`src/rtl/itmr_pkg.sv`:
```
package itmr_pkg;
  typedef enum logic [1:0] {
    MODE_AB     = 2'b00,
    MODE_PULSE  = 2'b01,
    MODE_PERIOD = 2'b10,
    MODE_AB_ALT = 2'b11
  } itmr_mode_e;

  typedef enum logic [1:0] {
    ST_IDLE  = 2'b00,
    ST_ARMED = 2'b01,
    ST_OPEN  = 2'b10,
    ST_DONE  = 2'b11
  } itmr_state_e;
endpackage

```
`src/rtl/itmr_edge.sv`:
```
module itmr_edge #(
  parameter int NCH = 2
) (
  input  logic           clk,
  input  logic           rst_n,
  input  logic [NCH-1:0] lvl,
  output logic [NCH-1:0] rise,
  output logic [NCH-1:0] fall
);
  logic [NCH-1:0] prev_q;

  for (genvar g = 0; g < NCH; g++) begin : g_ch
    always_ff @(posedge clk or negedge rst_n) begin
      if (!rst_n) prev_q[g] <= 1'b0;
      else        prev_q[g] <= lvl[g];
    end
    assign rise[g] = lvl[g] & ~prev_q[g];
    assign fall[g] = ~lvl[g] & prev_q[g];
  end
endmodule

```
`src/rtl/itmr_event_sel.sv`:
```
module itmr_event_sel
  import itmr_pkg::*;
(
  input  logic [1:0] mode,
  input  logic [1:0] rise,      // [0] start channel, [1] stop channel
  input  logic [1:0] fall,
  input  logic       gate_open,
  output logic       set_ev,
  output logic       clr_ev
);
  always_comb begin
    set_ev = 1'b0;
    clr_ev = 1'b0;
    unique case (itmr_mode_e'(mode))
      MODE_PULSE: begin
        set_ev = rise[0];
        clr_ev = fall[0];
      end
      MODE_PERIOD: begin
        // toggle: the same edge polarity opens when closed, closes when open
        set_ev = rise[0] & ~gate_open;
        clr_ev = rise[0] &  gate_open;
      end
      default: begin
        set_ev = rise[0];
        clr_ev = rise[1];
      end
    endcase
  end
endmodule

```
`src/rtl/itmr_gate.sv`:
```
module itmr_gate
  import itmr_pkg::*;
(
  input  logic clk,
  input  logic rst_n,
  input  logic arm,
  input  logic set_ev,
  input  logic clr_ev,
  input  logic ovf_hit,
  output logic gate_open,
  output logic done
);
  itmr_state_e st_q, st_d;

  always_comb begin
    st_d = st_q;
    if (arm) begin
      st_d = ST_ARMED;
    end else begin
      unique case (st_q)
        ST_ARMED: begin
          if (set_ev && clr_ev) st_d = ST_DONE;   // reset dominates
          else if (set_ev)      st_d = ST_OPEN;
        end
        ST_OPEN: begin
          if (clr_ev || ovf_hit) st_d = ST_DONE;
        end
        default: st_d = st_q;
      endcase
    end
  end

  always_ff @(posedge clk or negedge rst_n) begin
    if (!rst_n) st_q <= ST_IDLE;
    else        st_q <= st_d;
  end

  assign gate_open = (st_q == ST_OPEN);
  assign done      = (st_q == ST_DONE);
endmodule

```
`src/rtl/itmr_count.sv`:
```
module itmr_count #(
  parameter int MAX_US = 1_000_000,
  parameter int CW     = $clog2(MAX_US + 1)
) (
  input  logic          clk,
  input  logic          rst_n,
  input  logic          clear,
  input  logic          cnt_en,
  output logic [CW-1:0] count,
  output logic          ovf,
  output logic          ovf_hit
);
  localparam logic [CW-1:0] LIMIT = CW'(MAX_US);

  logic [CW-1:0] cnt_q, cnt_d;
  logic          ovf_q, ovf_d;
  logic          at_limit, reg_en;

  assign at_limit = (cnt_q == LIMIT);
  assign ovf_hit  = cnt_en & at_limit;
  assign reg_en   = clear | cnt_en;

  always_comb begin
    cnt_d = cnt_q;
    ovf_d = ovf_q;
    if (clear) begin
      cnt_d = '0;
      ovf_d = 1'b0;
    end else if (cnt_en) begin
      if (at_limit) ovf_d = 1'b1;
      else          cnt_d = cnt_q + 1'b1;
    end
  end

  always_ff @(posedge clk or negedge rst_n) begin
    if (!rst_n) begin
      cnt_q <= '0;
      ovf_q <= 1'b0;
    end else if (reg_en) begin
      cnt_q <= cnt_d;
      ovf_q <= ovf_d;
    end
  end

  assign count = cnt_q;
  assign ovf   = ovf_q;
endmodule

```
`src/rtl/interval_timer.sv`:
```
module interval_timer #(
  parameter int MAX_US = 1_000_000,
  parameter int CW     = $clog2(MAX_US + 1)
) (
  input  logic          clk,
  input  logic          rst_n,
  input  logic          arm,
  input  logic [1:0]    mode,
  input  logic          start_in,
  input  logic          stop_in,
  input  logic          tick,
  output logic [CW-1:0] count_us,
  output logic          done,
  output logic          overflow
);
  logic [1:0] rst_sync_q;
  logic       rst_core_n;

  always_ff @(posedge clk or negedge rst_n) begin
    if (!rst_n) rst_sync_q <= 2'b00;
    else        rst_sync_q <= {rst_sync_q[0], 1'b1};
  end
  assign rst_core_n = rst_sync_q[1];

  logic [1:0] rise, fall;
  logic       set_ev, clr_ev, gate_open, ovf_hit;

  itmr_edge #(.NCH(2)) u_edge (
    .clk  (clk),
    .rst_n(rst_core_n),
    .lvl  ({stop_in, start_in}),
    .rise (rise),
    .fall (fall)
  );

  itmr_event_sel u_sel (
    .mode     (mode),
    .rise     (rise),
    .fall     (fall),
    .gate_open(gate_open),
    .set_ev   (set_ev),
    .clr_ev   (clr_ev)
  );

  itmr_gate u_gate (
    .clk      (clk),
    .rst_n    (rst_core_n),
    .arm      (arm),
    .set_ev   (set_ev),
    .clr_ev   (clr_ev),
    .ovf_hit  (ovf_hit),
    .gate_open(gate_open),
    .done     (done)
  );

  itmr_count #(.MAX_US(MAX_US), .CW(CW)) u_cnt (
    .clk    (clk),
    .rst_n  (rst_core_n),
    .clear  (arm),
    .cnt_en (gate_open & tick),
    .count  (count_us),
    .ovf    (overflow),
    .ovf_hit(ovf_hit)
  );
endmodule

```
`config.mk`:
```
export PLATFORM = sky130hd
export DESIGN_NAME = interval_timer
export DESIGN_NICKNAME = d
export VERILOG_FILES = /design/src/rtl/itmr_pkg.sv /design/src/rtl/itmr_edge.sv /design/src/rtl/itmr_event_sel.sv /design/src/rtl/itmr_gate.sv /design/src/rtl/itmr_count.sv /design/src/rtl/interval_timer.sv
export SDC_FILE = /design/constraint.sdc
export NUM_CORES = 1
export LEC_CHECK = 0
export ABC_AREA = 1
export CORE_AREA = 4 4 62 64
export DETAILED_ROUTE_END_ITERATION = 10
export DIE_AREA = 0 0 66 68
export GPL_TIMING_DRIVEN = 0
export HOLD_SLACK_MARGIN = 0.08
export PLACE_DENSITY = 0.9
export RECOVER_POWER = 100
export SETUP_SLACK_MARGIN = 0.05
export SLEW_MARGIN = 20
export SYNTH_ARGS = -nofsm -noshare
export SYNTH_HDL_FRONTEND = slang
export SYNTH_SLANG_ARGS = --single-unit
```
`constraint.sdc`:
```
create_clock -name clk -period 2.4 [get_ports clk]
set_input_delay 0.48 -clock clk [delete_from_list [all_inputs] [get_ports clk]]
set_output_delay 0.48 -clock clk [all_outputs]
set_load 0.02 [all_outputs]
```
---- Word level (Yosys, flattened, before mapping) ----
Cells that the tools add are included.
storage, ports and cells
  memory bits (read-only) ................. 0
  output and inout bits ................... 22
  memories kept ........................... 0
  bits of input ports ..................... 8
  word-level logic and storage cells ...... 49
  latch bits .............................. 0
  bits in registers ....................... 27
  RAM bits ................................ 0
operators by class
  bitwise logic cells ..................... 12
  divide/modulo/power cells ............... 0
  multiplexer cells ....................... 13
  reduce and logical (&&, ||, !) cells .... 8
  multipliers ............................. 0
  equal/unequal tests ..................... 9
  add/sub/neg operators ................... 1
  order comparisons ....................... 0
  shifts and indexed selects .............. 0
operators by type and width
  cell                     number
  $mux W20                 3
  $add A20 B1 Y20 const B  1
  $eq A20 B20 Y1 const B   1
  $reduce_and A3 Y1        3
  $mux W2                  4
  $and A1 B1 Y1            7
  $eq A2 B2 Y1 const B     3
  $eq A2 B1 Y1 const B     2
  $mux W1                  4
  $ne A4 B2 Y1 const B     1
  $not A1 Y1               4
  $pmux W2 S2              1
  $reduce_bool A2 Y1       2
  $ne A3 B2 Y1 const B     1
  $reduce_bool A3 Y1       1
  $ne A2 B2 Y1 const B     1
  $pmux W1 S2              1
  $logic_and A1 B1 Y1      1
  $logic_or A1 B1 Y1       1
  $or A1 B1 Y1             1

---- Depth between registers and ports, before layout ----
  depth in word-level cells ............... 8
  gate-level depth with buffers ........... 11
  gate-level depth less buffers ........... 10

---- Hierarchy ----
Synthesis repeated with hierarchy kept, for this count alone.
unflattened totals
  cells, all modules ...................... 270
  area, all modules ....................... 1823.0 sq um
by module, submodules not included
  module          area each (sq um)  cells an instance  times used  sequential area each (sq um)
  itmr_count      1485.2             221                1           525.5
  itmr_gate       122.6              20                 1           50.0
  itmr_edge       80.1               10                 1           50.0
  itmr_event_sel  73.8               14                 1           0.0
  interval_timer  61.3               5                  1           50.0

---- Least setup slack after synthesis ----
No wires, ideal clock.
  path type ............................... reg-to-reg
  from .................................... register u_cnt.cnt_q[0] (netlist: u_cnt.count[0])
  to ...................................... register u_cnt.cnt_q[10] (netlist: u_cnt.count[10])
  stages on the path, launching flop included .. 11
  period minus slack after synthesis ...... 1.614 ns
  setup slack ............................. 0.786 ns
  arrival ................................. 1.496 ns
  cells stage by stage .................... dfrtp_1 -> inv_1 -> ha_1 -> nand3_1 -> nor2_4 -> nand3_2 -> nand2_2 -> nand2_4 -> buf_4 -> nand2_1 -> nand2_1
between the ends
  cells in the longest elaborated chain, start to end .. 4
  elaborated cells on any way between the ends .. 7
  classes of those cells .................. 1 x add/sub; 2 x eq/ne; 3 x mux; 1 x reduce/logical
RTL lines
  what                      line              source
  start: declaration        itmr_count.sv:15  logic [CW-1:0] cnt_q, cnt_d;
  start signal: assignment  itmr_count.sv:40  cnt_q <= cnt_d;
  $add A20 B1 Y20           itmr_count.sv:31  else cnt_d = cnt_q + 1'b1;
  $mux W20                  itmr_count.sv:30  if (at_limit) ovf_d = 1'b1;
  $mux W20                  itmr_count.sv:29  end else if (cnt_en) begin
  $mux W20                  itmr_count.sv:26  if (clear) begin
Parallel ways exist; a longest one is shown, timed or not. The select of a mux whose other input is x is not followed.
A chain may end at the register's enable or synchronous reset.

---- Final worst setup path ----
  from .................................... register u_cnt.cnt_q[0] (netlist: u_cnt.count[0])
  to ...................................... output port count_us[0]
RTL lines
  what              line                  source
  end: declaration  interval_timer.sv:12  output logic [CW-1:0] count_us,
No word-level cell between the ends.

==> flow_summary.toml <==
[floorplan]
ios = 30
start_util_pct = 54.2
die-height_um = 68
fp.dieW_um = 66
fp-row-count = 21
coreArea_sq_um = 3280
die_area_sq_um = 4490

[final_layout]
n_fill_cell = 314
final_cells = 335
nNetsFinal = 302
antenna_cells = 0
drive_gt1_share_pct = 4.84
area_growth_pct = 19.3

[worst_setup_path]
path_buf_inv = 1
rrSetupSlack_ns = 0.45
worstPathMaxFanout = 7
rr_startpoint = "u_cnt.count[0]"
cp_data_required_time_ns = 1.92
rr_worst_depth = 10
path_class = "reg2out"
cp-start-kind = "register"
cp.depth = 1
end_kind = "output pin"
crit_path_start = "u_cnt.count[0]"
slowest_delay_ns = 0.71
critPathArrivalTime_ns = 1.56
timing.rr.end = "u_cnt.count[5]"
cp-endpoint = "count_us[0]"
crit_slowest_cell = "dlygate4sd3_1"
crit_chain = "dlygate4sd3_1"
critPathTopFamily = "buffers and inverters"

[clock_network]
cts_setup_buffers = 0
htreeDepth = 1
cts-root-buf = "clkbuf_4"
clk_latency_ns = 0.34
cts_tree = "done"
clock_sinks = 27
clk_path_buf_depth = 2
ctsResizeCount = 0
clkSlewWorstSetupHoldPaths_ns = 0.14
cts_buffers = 3
holdBufCountCts = 0

[yosys]
synth_commonest_cells = "87 x nand2_1, 38 x nor2_1, 29 x inv_1"
synthCells = 256
synth-seq-cells = 27
synthFlopType = "dfrtp_1"
yosys.area.top_type = "dfrtp_1"
async_reset_ff_share_pct = 100
synth_top_area_share_pct = 38.0
synth-edff-count = 0
synth_area_leaders = "dfrtp_1 38%, nand2_1 18%, nor2_1 8.0%"
syn_area_per_cell_sq_um = 6.95
ys_warn_count = 0
synth_nets = 268
yosysSeqAreaShare_pct = 38.0
yosys.cell_types.count = 28
synth_most_common_cell = "nand2_1"
syn_area_sq_um = 1780

[job]
cap_violations = 0

[drt]
vias = 1671
vias_per_cell = 4.99
wl_per_cell_um = 12.1
drt_iter0_markers = 114
drt-total-wl_um = 4050
drt_first_pass_iters = 4
drc_errors = 0
ant_nets = 0

[global_routing]
grt_first_pass_wirelength_um = 7040
grt_antenna_before_repair = 0
grt_pass1_vias = 1610
grt_overflow = 0
grt.total_usage_pct = 20.6
grt_max_degree = 26

[place]
portBuffers = 29
gp_congestion = 0.899
placed_cells = 331
hpwl_um = 3160

[sta]
fin_crit_sh_pct = 84.9
slew-limit-headroom_pct = 32.9
slew_violations = 0
skew_ns = 0.00456
finalSetupViolCount = 0
rsz0062_at_grt = "no"
worst_pin_slew_ns = 1.01
min_period_ns = 2.04
max_freq_ghz = 0.491
finalHoldViolCount = 0
setup_tns_ns = 0

[power_and_ir_drop]
pwr-share-clk_pct = 26.1
p_int_mw = 0.560
power_leakage_nw = 1.07
power_density_nw_per_um2 = 363
sw_frac_of_total_pct = 27.3
p_seq_share_pct = 62.4
power_switching_mw = 0.210
combPwrFrac_pct = 11.4
ir_drop_mv = 0.224

[worst_hold_path]
hp-class = "in2async"

[outcome]
status = "finished clean"
per-stage QoR:
step / cell area, sq um / hold WS (ns) / power [mW] / utilization (%) / setup WS [ns]
floorplan: 1780 / 0.184 / 0.547 / - / 0.786
global placement: 2130 / 0.335 / 0.583 / 64.8 / 0.489
detailed placement: 2130 / 0.336 / 0.586 / 64.8 / 0.463
CTS: 2150 / 0.263 / 0.788 / 65.6 / 0.410
global route: 2120 / 0.340 / 0.810 / 64.6 / 0.233
finish: 2120 / 0.344 / 0.770 / 64.6 / 0.363
per-layer routing:
metal  vias up  global-route usage (%)  share of wire [%]
met5         -                       0                  0
met4         0                    9.39                2.1
met3         6                    1.48                4.7
met2        55                    34.3                 47
met1       746                    27.7                 46
li1        864                       -                  -
power by group through the flow:
| stage | combinational, mW | sequential [mW] | clock, mW |
|---|---|---|---|
| 6_report | 0.0880 | 0.481 | 0.201 |
| 5_1_grt | 0.101 | 0.485 | 0.224 |
| 4_1_cts | 0.0962 | 0.481 | 0.210 |
| 3_5_place_dp | 0.0960 | 0.490 | 0 |
| 3_3_place_gp | 0.0939 | 0.489 | 0 |
| 2_1_floorplan | 0.0603 | 0.487 | 0 |
flip-flops by register name, summed over array words and instances (netlist names):
| signal | cells |
|---|---|
| u_edge.prev_q | 2 |
| u_cnt.ovf | 1 |
| u_cnt.count | 20 |
| rst_sync_q | 2 |
| u_gate.st_q | 2 |
worst min path at each step:
stage / slack (ns) / startpoint / cells after the start / endpoint
final: 0.34 / rst_n / 1 / rst_sync_q[0]
after CTS: 0.26 / rst_n / 1 / rst_sync_q[0]
after floorplan: 0.18 / rst_n / 0 / rst_sync_q[0]
after detailed placement: 0.34 / rst_sync_q[0] / 0 / rst_sync_q[1]
after global routing: 0.34 / rst_n / 1 / rst_sync_q[0]
after global placement: 0.34 / rst_sync_q[0] / 0 / rst_sync_q[1]
layout by cell type, fill, tap and decap left out, drive strengths merged, types with 2 or more instances in the layout:
master | Yosys | routed
a21oi | 2 | 2
clkbuf | 2 | 7
clkdlybuf4s50 | 0 | 2
clkinv | 1 | 2
dfrtp | 27 | 27
dlygate4sd3 | 0 | 27
ha | 4 | 4
inv | 31 | 31
nand2 | 91 | 91
nand3 | 20 | 20
nand4 | 10 | 10
nor2 | 40 | 40
o211ai | 2 | 2
o21ai | 8 | 8
xor2 | 11 | 11
cell type report:
| type | count | area (sq um) | area share, % |
|---|---|---|---|
| multi-input combinational | 192 | 918 | 43.3 |
| sequential | 27 | 676 | 31.8 |
| timing repair buffer | 29 | 290 | 13.7 |
| inverter | 32 | 123 | 5.78 |
| tap | 46 | 57.6 | 2.71 |
| buffer | 5 | 30.0 | 1.42 |
| clock buffer | 3 | 22.5 | 1.06 |
| clock inverter | 1 | 5.00 | 0.236 |
kinds of logic (layout without fill, tap and decap cells):
kind of cell | Yosys count | count (layout) | synth area share, %
buffers and inverters | 37 | 70 | 9.21
AO/OA/AOI/OAI | 14 | 14 | 5.56
XOR/XNOR | 11 | 11 | 5.41
other | 1 | 1 | 0.211
AND/OR/NAND/NOR | 162 | 162 | 38.8
flip-flops | 27 | 27 | 38.0
adder cells (fa/ha/maj) | 4 | 4 | 2.81
No activity file was read; power rests on OpenSTA's default activity.
